[config.mk]
export PLATFORM = sky130hd
export DESIGN_NAME = vps_biphase_dec
export DESIGN_NICKNAME = d
export VERILOG_FILES = /design/src/rtl/vps_dec_pkg.sv /design/src/rtl/vps_chip_decode.sv /design/src/rtl/vps_pkt_ctrl.sv /design/src/rtl/vps_pair_merge.sv /design/src/rtl/vps_biphase_dec.sv
export SDC_FILE = /design/constraint.sdc
export NUM_CORES = 1
export LEC_CHECK = 0
export ABC_AREA = 1
export BUFFER_PORTS_ARGS = -buffer_cell sky130_fd_sc_hd__buf_2
export CELL_PAD_IN_SITES_DETAIL_PLACEMENT = 1
export CELL_PAD_IN_SITES_GLOBAL_PLACEMENT = 1
export CORE_AREA = 2 2 67 69
export DETAILED_ROUTE_END_ITERATION = 10
export DIE_AREA = 0 0 69 71
export PLACE_DENSITY_LB_ADDON = 0.05
export SLEW_MARGIN = 0
export SYNTH_ARGS = -nofsm -noshare
export SYNTH_HDL_FRONTEND = slang
export SYNTH_HIERARCHICAL = 1
export SYNTH_SLANG_ARGS = --single-unit
[constraint.sdc]
create_clock -name clk -period 1.65 [get_ports clk]
set_input_delay 0 -clock clk [delete_from_list [all_inputs] [get_ports clk]]
set_output_delay 0 -clock clk [all_outputs]
set_load 0.01 [all_outputs]
[src/rtl/vps_dec_pkg.sv]
package vps_dec_pkg;

    localparam int CELLS_PER_BYTE = 4;
    localparam int NIB_W          = CELLS_PER_BYTE;
    localparam int BYTE_W         = 2 * CELLS_PER_BYTE;
    localparam int PAIR_OUT_W     = 2 * NIB_W;

    localparam logic [1:0] CELL_ONE  = 2'b01;
    localparam logic [1:0] CELL_ZERO = 2'b10;

    typedef struct packed {
        logic bad;
        logic bit_v;
    } cell_t;

    typedef struct packed {
        logic [NIB_W-1:0] err;
        logic [NIB_W-1:0] nib;
    } nib_dec_t;

    typedef struct packed {
        logic [PAIR_OUT_W-1:0] err;
        logic [PAIR_OUT_W-1:0] data;
    } out_word_t;

    function automatic cell_t decode_cell(input logic [1:0] chips);
        cell_t c;
        c.bit_v = (chips == CELL_ONE);
        c.bad   = (chips != CELL_ONE) && (chips != CELL_ZERO);
        return c;
    endfunction

endpackage

[src/rtl/vps_chip_decode.sv]
module vps_chip_decode
    import vps_dec_pkg::*;
(
    input  logic [BYTE_W-1:0] chips,
    output nib_dec_t          dec
);

    genvar gi;
    generate
        for (gi = 0; gi < CELLS_PER_BYTE; gi++) begin : g_cell
            cell_t c;
            assign c = decode_cell(chips[2*gi+1 -: 2]);
            assign dec.nib[NIB_W-1-gi] = c.bit_v;
            assign dec.err[NIB_W-1-gi] = c.bad;
        end
    endgenerate

endmodule

[src/rtl/vps_pkt_ctrl.sv]
module vps_pkt_ctrl #(
    parameter int OUT_BYTES = 13
) (
    input  logic clk,
    input  logic rst,
    input  logic in_start,
    input  logic in_valid,
    input  logic byte_bad,
    output logic accept,
    output logic first_of_pair,
    output logic done_q,
    output logic err_q
);

    localparam int IN_BYTES = 2 * OUT_BYTES;
    localparam int IDX_W    = $clog2(IN_BYTES + 1);

    logic [IDX_W-1:0] idx_q;
    logic [IDX_W-1:0] base;
    logic [IDX_W-1:0] idx_nxt;
    logic             active_q;
    logic             last;

    assign base          = in_start ? '0 : idx_q;
    assign accept        = in_valid && (in_start || active_q);
    assign idx_nxt       = base + 1'b1;
    assign last          = (idx_nxt == IDX_W'(IN_BYTES));
    assign first_of_pair = ~base[0];

    always_ff @(posedge clk) begin
        if (rst) begin
            idx_q    <= '0;
            active_q <= 1'b0;
            done_q   <= 1'b0;
            err_q    <= 1'b0;
        end else begin
            if (in_start) begin
                idx_q    <= '0;
                active_q <= 1'b1;
                done_q   <= 1'b0;
                err_q    <= 1'b0;
            end
            if (accept) begin
                idx_q <= idx_nxt;
                err_q <= (in_start ? 1'b0 : err_q) | byte_bad;
                if (last) begin
                    active_q <= 1'b0;
                    done_q   <= 1'b1;
                end
            end
        end
    end


    start_clears_done_chk: assert property (@(posedge clk) disable iff (rst)
        in_start |=> !done_q);


    err_sticky_chk: assert property (@(posedge clk) disable iff (rst)
        (err_q && !in_start) |=> err_q);


    idle_ignore_chk: assert property (@(posedge clk) disable iff (rst)
        (in_valid && !active_q && !in_start) |=> ($stable(idx_q) && $stable(err_q)));


    done_rise_chk: assert property (@(posedge clk) disable iff (rst)
        $rose(done_q) |-> $past(accept));

endmodule

[src/rtl/vps_pair_merge.sv]
module vps_pair_merge
    import vps_dec_pkg::*;
(
    input  logic      clk,
    input  logic      rst,
    input  logic      accept,
    input  logic      first_of_pair,
    input  nib_dec_t  dec,
    output logic      vld_q,
    output out_word_t word_q
);

    nib_dec_t hi_q;

    always_ff @(posedge clk) begin
        if (rst) begin
            hi_q   <= '0;
            vld_q  <= 1'b0;
            word_q <= '0;
        end else begin
            vld_q <= 1'b0;
            if (accept && first_of_pair) begin
                hi_q <= dec;
            end
            if (accept && !first_of_pair) begin
                vld_q       <= 1'b1;
                word_q.data <= {hi_q.nib, dec.nib};
                word_q.err  <= {hi_q.err, dec.err};
            end
        end
    end


    out_pulse_chk: assert property (@(posedge clk) disable iff (rst)
        vld_q |-> $past(accept && !first_of_pair));


    out_single_chk: assert property (@(posedge clk) disable iff (rst)
        vld_q |=> !vld_q);

endmodule

[src/rtl/vps_biphase_dec.sv]
module vps_biphase_dec
    import vps_dec_pkg::*;
#(
    parameter int OUT_BYTES = 13
) (
    input  logic              clk,
    input  logic              rst,
    input  logic              in_start,
    input  logic              in_valid,
    input  logic [7:0]        in_byte,
    output logic              out_valid,
    output logic [7:0]        out_byte,
    output logic [7:0]        out_chip_err,
    output logic              pkt_done,
    output logic              pkt_err
);

    nib_dec_t  dec;
    out_word_t word;
    logic      accept;
    logic      first_of_pair;

    vps_chip_decode u_dec (
        .chips (in_byte),
        .dec   (dec)
    );

    vps_pkt_ctrl #(.OUT_BYTES(OUT_BYTES)) u_ctrl (
        .clk           (clk),
        .rst           (rst),
        .in_start      (in_start),
        .in_valid      (in_valid),
        .byte_bad      (|dec.err),
        .accept        (accept),
        .first_of_pair (first_of_pair),
        .done_q        (pkt_done),
        .err_q         (pkt_err)
    );

    vps_pair_merge u_merge (
        .clk           (clk),
        .rst           (rst),
        .accept        (accept),
        .first_of_pair (first_of_pair),
        .dec           (dec),
        .vld_q         (out_valid),
        .word_q        (word)
    );

    assign out_byte     = word.data;
    assign out_chip_err = word.err;


    err_on_done_chk: assert property (@(posedge clk) disable iff (rst)
        (out_valid && (|out_chip_err)) |-> pkt_err);

endmodule

After elaboration in Yosys (flattened, before gate mapping):

Index checks and enable logic that the tools add are counted.

* register bits after elaboration: 33
* latch bits: 0
* bits in writable memories: 0
* memory bits (read-only): 0
* output and inout bits: 19
* logic and storage cells: 45
* memories kept: 0

* add/subtract/negate cells: 1
* $mul: 0
* div/mod/pow operators: 0
* magnitude comparators: 0
* equality and inequality tests: 13
* shift-type cells: 0
* mux-type cells: 11
* bitwise logic cells: 2
* reduce and logical (&&, ||, !) cells: 9

Operators by type and width (count)
* 2-to-1 mux 5 bit: 2
* 2-to-1 mux 1 bit: 9
* equality test 2 x 1 -> 1 bit, second input constant: 4
* != test 2 x 1 -> 1 bit, second input constant: 4
* != test 2 bit, second input constant: 4
* logical AND 1 bit: 7
* adder 5 x 1 -> 5 bit, second input constant: 1
* equality test 5 bit, second input constant: 1
* OR reduction 4 bit: 1
* logical OR 1 bit: 1
* inverter 1 bit: 1
* OR 1 bit: 1

Longest topological paths before layout:

* word-level depth: 5
* depth in mapped cells: 10
* depth with buffers taken out: 9

Cells and area by module:

Netlist, hierarchy kept.

Modules (own cells, without submodules)
* vps_pair_merge: instances 1, cells each 143, area each 1022.2 sq um
* vps_pkt_ctrl: instances 1, cells each 59, area each 446.7 sq um
* vps_chip_decode: instances 1, cells each 8, area each 65.1 sq um
* vps_biphase_dec: instances 1, cells each 3, area each 11.3 sq um

Worst setup path after synthesis:

No wires, ideal clock.

* kind: reg-to-reg
* start point: reg u_ctrl.active_q
* end point: reg u_merge/word_q[10] in the netlist's numbering
* arrival time: 1128 ps
* data required time: 1537 ps
* path slack: 409 ps
* cell stages (with the launch flop): 10
* path buffers: 3
* clock period less this slack: 1241 ps
* cells stage by stage: dfxtp_1 nor2_1 nor2_2 buf_4 buf_4 inv_2 nor2_4 buf_6 nor2_1 nor2_1

* longest elaborated chain between the ends: 3

Ends and longest elaborated chain
* start: declaration: line vps_pkt_ctrl.sv:21 `logic active_q;`
* start signal: assignment: line vps_pkt_ctrl.sv:33 `active_q <= 1'b0;`
* start signal: assignment: line vps_pkt_ctrl.sv:39 `active_q <= 1'b1;`
* start signal: assignment: line vps_pkt_ctrl.sv:47 `active_q <= 1'b0;`
* logical OR 1 bit: line vps_pkt_ctrl.sv:25 `assign accept = in_valid && (in_start || active_q);`
* logical AND 1 bit: line vps_pkt_ctrl.sv:25
* named net accept: line vps_biphase_dec.sv:20 `logic accept;`
* logical AND 1 bit: line vps_pair_merge.sv:25 `if (accept && !first_of_pair) begin`
* end: declaration: line vps_pair_merge.sv:10 `output out_word_t word_q`

The timed path passes the listed nets, and every way through them passes these cells.
A chain may end at the register's enable or synchronous reset.

Worst setup path after layout:

* start point: reg u_ctrl.idx_q[0]
* end point: reg u_merge/word_q[3] in the netlist's numbering

* longest elaborated chain between the ends: 2

Ends and longest elaborated chain
* start: declaration: line vps_pkt_ctrl.sv:18 `logic [IDX_W-1:0] idx_q;`
* start signal: assignment: line vps_pkt_ctrl.sv:44 `idx_q <= idx_nxt;`
* 2-to-1 mux 5 bit
* logical AND 1 bit: line vps_pair_merge.sv:25

Every way passes these cells.

==> flow_metrics.env <==
export IMPL_avgRoutedWirePerCell_um=12.09
export IMPL_dpl_instance_area_mm2=0.001719
export IMPL_crit_slowest_cell="sky130_fd_sc_hd__nor2_4"
export IMPL_ff2ff_setup_slack_ns=0.21
export IMPL_timing_critical_path_required_ns=1.87
export IMPL_ctsResizeCount=0
export IMPL_cts_setup_buffers=0
export IMPL_n_fill_cell=578
export IMPL_port_buffers=30
export IMPL_post_drt_via_cell_ratio=4.570
export IMPL_total_of_max_cap_violations=0
export IMPL_power_per_cell_area_mw_per_mm2=918.3
export IMPL_rsz0062_at_grt="no"
export IMPL_ys_top_cells_by_area="sky130_fd_sc_hd__dfxtp_1, sky130_fd_sc_hd__nor2_1, sky130_fd_sc_hd__nand2_1"
export IMPL_final_setup_viol_count=0
export IMPL_max_slew_worst_pin_slew_ns=0.4838
export IMPL_asyncSetResetFlopFracSynth_pct=0
export IMPL_hp_class="in2reg"
export IMPL_synth_cell_type_count=21
export IMPL_grt_antenna_before_repair=0
export IMPL_insertion_delay_ns=0.29
export IMPL_finalHoldWorstSlack_ns=0.05944
export IMPL_synthMostInstantiatedCell="sky130_fd_sc_hd__nor2_1"
export IMPL_arrival_ns=1.66
export IMPL_tns_ns=0
export IMPL_finish_net_count=262
export IMPL_ioPinCount=31
export IMPL_peak_ir_drop_on_the_vdd_network_mv=0.4275
export IMPL_critical_path_top_cell_by_count="sky130_fd_sc_hd__nor2_1"
export IMPL_synth_edf_count=0
export IMPL_timing_clock_skew_ns=0.006411
export IMPL_fraction_of_final_layout_cells_with_drive_strength_greater_than_1_pct=24.39
export IMPL_synth_top_cells_by_count="sky130_fd_sc_hd__nor2_1, sky130_fd_sc_hd__nand2_1, sky130_fd_sc_hd__dfxtp_1"
export IMPL_syn_num_nets=230
export IMPL_die_area_mm2=0.004899
export IMPL_highest_clock_frequency_the_design_can_meet_mhz=692.2
export IMPL_preCtsSetupSlack_ns=0.1919
export IMPL_grt_start_max_net_pins=17
export IMPL_holdPathStages=3
export IMPL_utilization_pct=42.95
export IMPL_synth_top_area_share_pct=42.75
export IMPL_min_period_ns=1.445
export IMPL_cts_clk_slew_worst_paths_ns=0.07
export IMPL_cp_slowest_stage_delay_ns=0.41
export IMPL_final_design_area_no_fill_mm2=0.001805
export IMPL_worst_slew_margin_relative_to_its_limit_pct=67.71
export IMPL_die_boundary_width_um=69
export IMPL_drt_total_wl_mm=3.602
export IMPL_final_min_period_over_clock_period_pct=87.55
export IMPL_num_antenna_cells=0
export IMPL_min_delay_start="in_start"
export IMPL_final_max_slew_violation_count=0
export IMPL_synthesis_instances=213
export IMPL_status="finished, final reports clean"
export IMPL_ant_nets=0
export IMPL_finalWorstSetupSlack_ns=0.2054
export IMPL_fp_dieH_um=71
export IMPL_syn_mean_instance_area_um2=7.255
export IMPL_cts_hold_buffers=0
export IMPL_cts_tree="done"
export IMPL_timing_critical_path_fanout_max=16
export IMPL_clock_tree_root_cell="sky130_fd_sc_hd__clkbuf_8"
export IMPL_critical_path_startpoint_type="register"
export IMPL_synth_yosys_seq_area_share_pct=42.75
export IMPL_cts_max_path_buffers=2
export IMPL_syn_cell_area_mm2=0.001545
export IMPL_num_vias=1362
export IMPL_total_clock_buffers_created_by_cts=5
export IMPL_critical_path_cell_by_cell="inv_1, nor2_1, inv_1, nor2_4, nor2_1, nor2_1"
export IMPL_numClockSinks=33
export IMPL_yosysWarnings=6
export IMPL_rows=24
export IMPL_critical_path_sink_type="register"
export IMPL_route_detailed_drc=0
export IMPL_reg2reg_from="u_ctrl/idx_q[0]"
export IMPL_critical_path_class="reg2reg"
export IMPL_global_router_s_overall_resource_usage_pct=16.25
export IMPL_drt_initial_drc_count=32
export IMPL_finalWeightedCongestion=0.7537
export IMPL_synthToLayoutAreaGrowth_pct=16.84
export IMPL_rr_worst_depth=6
export IMPL_first_global_vias=1410
export IMPL_dominantRegCellSynth="sky130_fd_sc_hd__dfxtp_1"
export IMPL_core_area_mm2=0.004204
export IMPL_timing_final_hold_violations=0
export IMPL_global_route_overflow_total=0
export IMPL_global_route_wire_length_before_repair_mm=6.354
export IMPL_initial_utilization_pct=36.76
export IMPL_worstSetupStartpoint="u_ctrl/idx_q[0]"
export IMPL_drt_pass1_iter_count=4
export IMPL_post_dp_hpwl_mm=2.699
export IMPL_postSynthRegisterBits=33
export IMPL_cell_taking_the_most_area_after_synthesis="sky130_fd_sc_hd__dfxtp_1"
export IMPL_cellLeakagePower_nw=0.8501
export IMPL_ctsHtreeMaxLevel=2
## through the flow
| stage | power (mW) | cells |
|---|---|---|
| after detailed placement | 1.076 | 290 |
| final | 1.658 | 298 |
| after CTS | 1.690 | 298 |
| after global placement | 1.068 | 290 |
| after global routing | 1.759 | 298 |
| after floorplan | 1.011 | 213 |
## registers in the layout, summed over array words and instances (netlist names)
name             count
u_ctrl/err_q         1
u_merge/vld_q        1
u_ctrl/idx_q         5
u_merge/word_q      16
u_ctrl/active_q      1
u_ctrl/done_q        1
u_merge/hi_q         8
## kinds of logic after synthesis
| kind of cell | count (synthesis) | synth area share (%) |
|---|---|---|
| simple gates | 115 | 33.52 |
| buf+inv | 41 | 12.63 |
| flops | 33 | 42.75 |
| compound gates | 19 | 7.044 |
| fa+ha+maj | 5 | 4.049 |
## cells in the final DEF, fill, tap and decap left out, drive strengths merged
cell	synthesis	layout
dfxtp	33	33
ha	5	5
buf	10	35
a211oi	3	3
clkbuf	0	5
nor2	44	44
inv	31	31
nand3	26	26
nor3	2	2
o21ai	1	1
nand2	42	42
a21oi	14	14
clkinv	0	2
nand4	1	1
o21a	1	1
clkinvlp	0	1
## power breakdown
part           internal [mW]  switching (mW)  total [mW]
clock                  0.291           0.313       0.604
combinational         0.0773           0.130       0.208
sequential             0.828          0.0188       0.846
## cell type report
type / count / area [µm²] / area share (%)
Sequential cell: 33 / 660.6 / 36.59
Clock inverter: 3 / 17.52 / 0.9702
Inverter: 31 / 116.4 / 6.445
Clock buffer: 5 / 68.82 / 3.812
Multi-Input combinational cell: 139 / 689.4 / 38.18
Tap cell: 52 / 65.06 / 3.604
Timing Repair Buffer: 35 / 187.7 / 10.40
## worst paths after layout
path,endpoint
worst max-delay path,u_merge/word_q[3]
worst max register to register,u_merge/word_q[3]
worst min-delay path,u_ctrl/active_q
worst min register to register,u_merge/hi_q[1]
## per-layer routing
layer  up-vias  wire length (µm)  share of wire (%)  global-route usage, %
li1        725                 -                  -                      -
met2        23              1647                 46                  28.31
met5         -                 0                  0                      0
met1       608              1764                 49                  19.05
met4         0                55                1.5                  5.882
met3         6               134                3.7                  4.701
## critical path, delay by kind of cell, from the launching register on
kind / cells / cell delay (ns)
buffers and inverters: 2 / 0.26
DFF: 1 / 0.37
and+or+nand+nor: 4 / 0.74
Note: power is estimated with default switching activity, not from simulation.
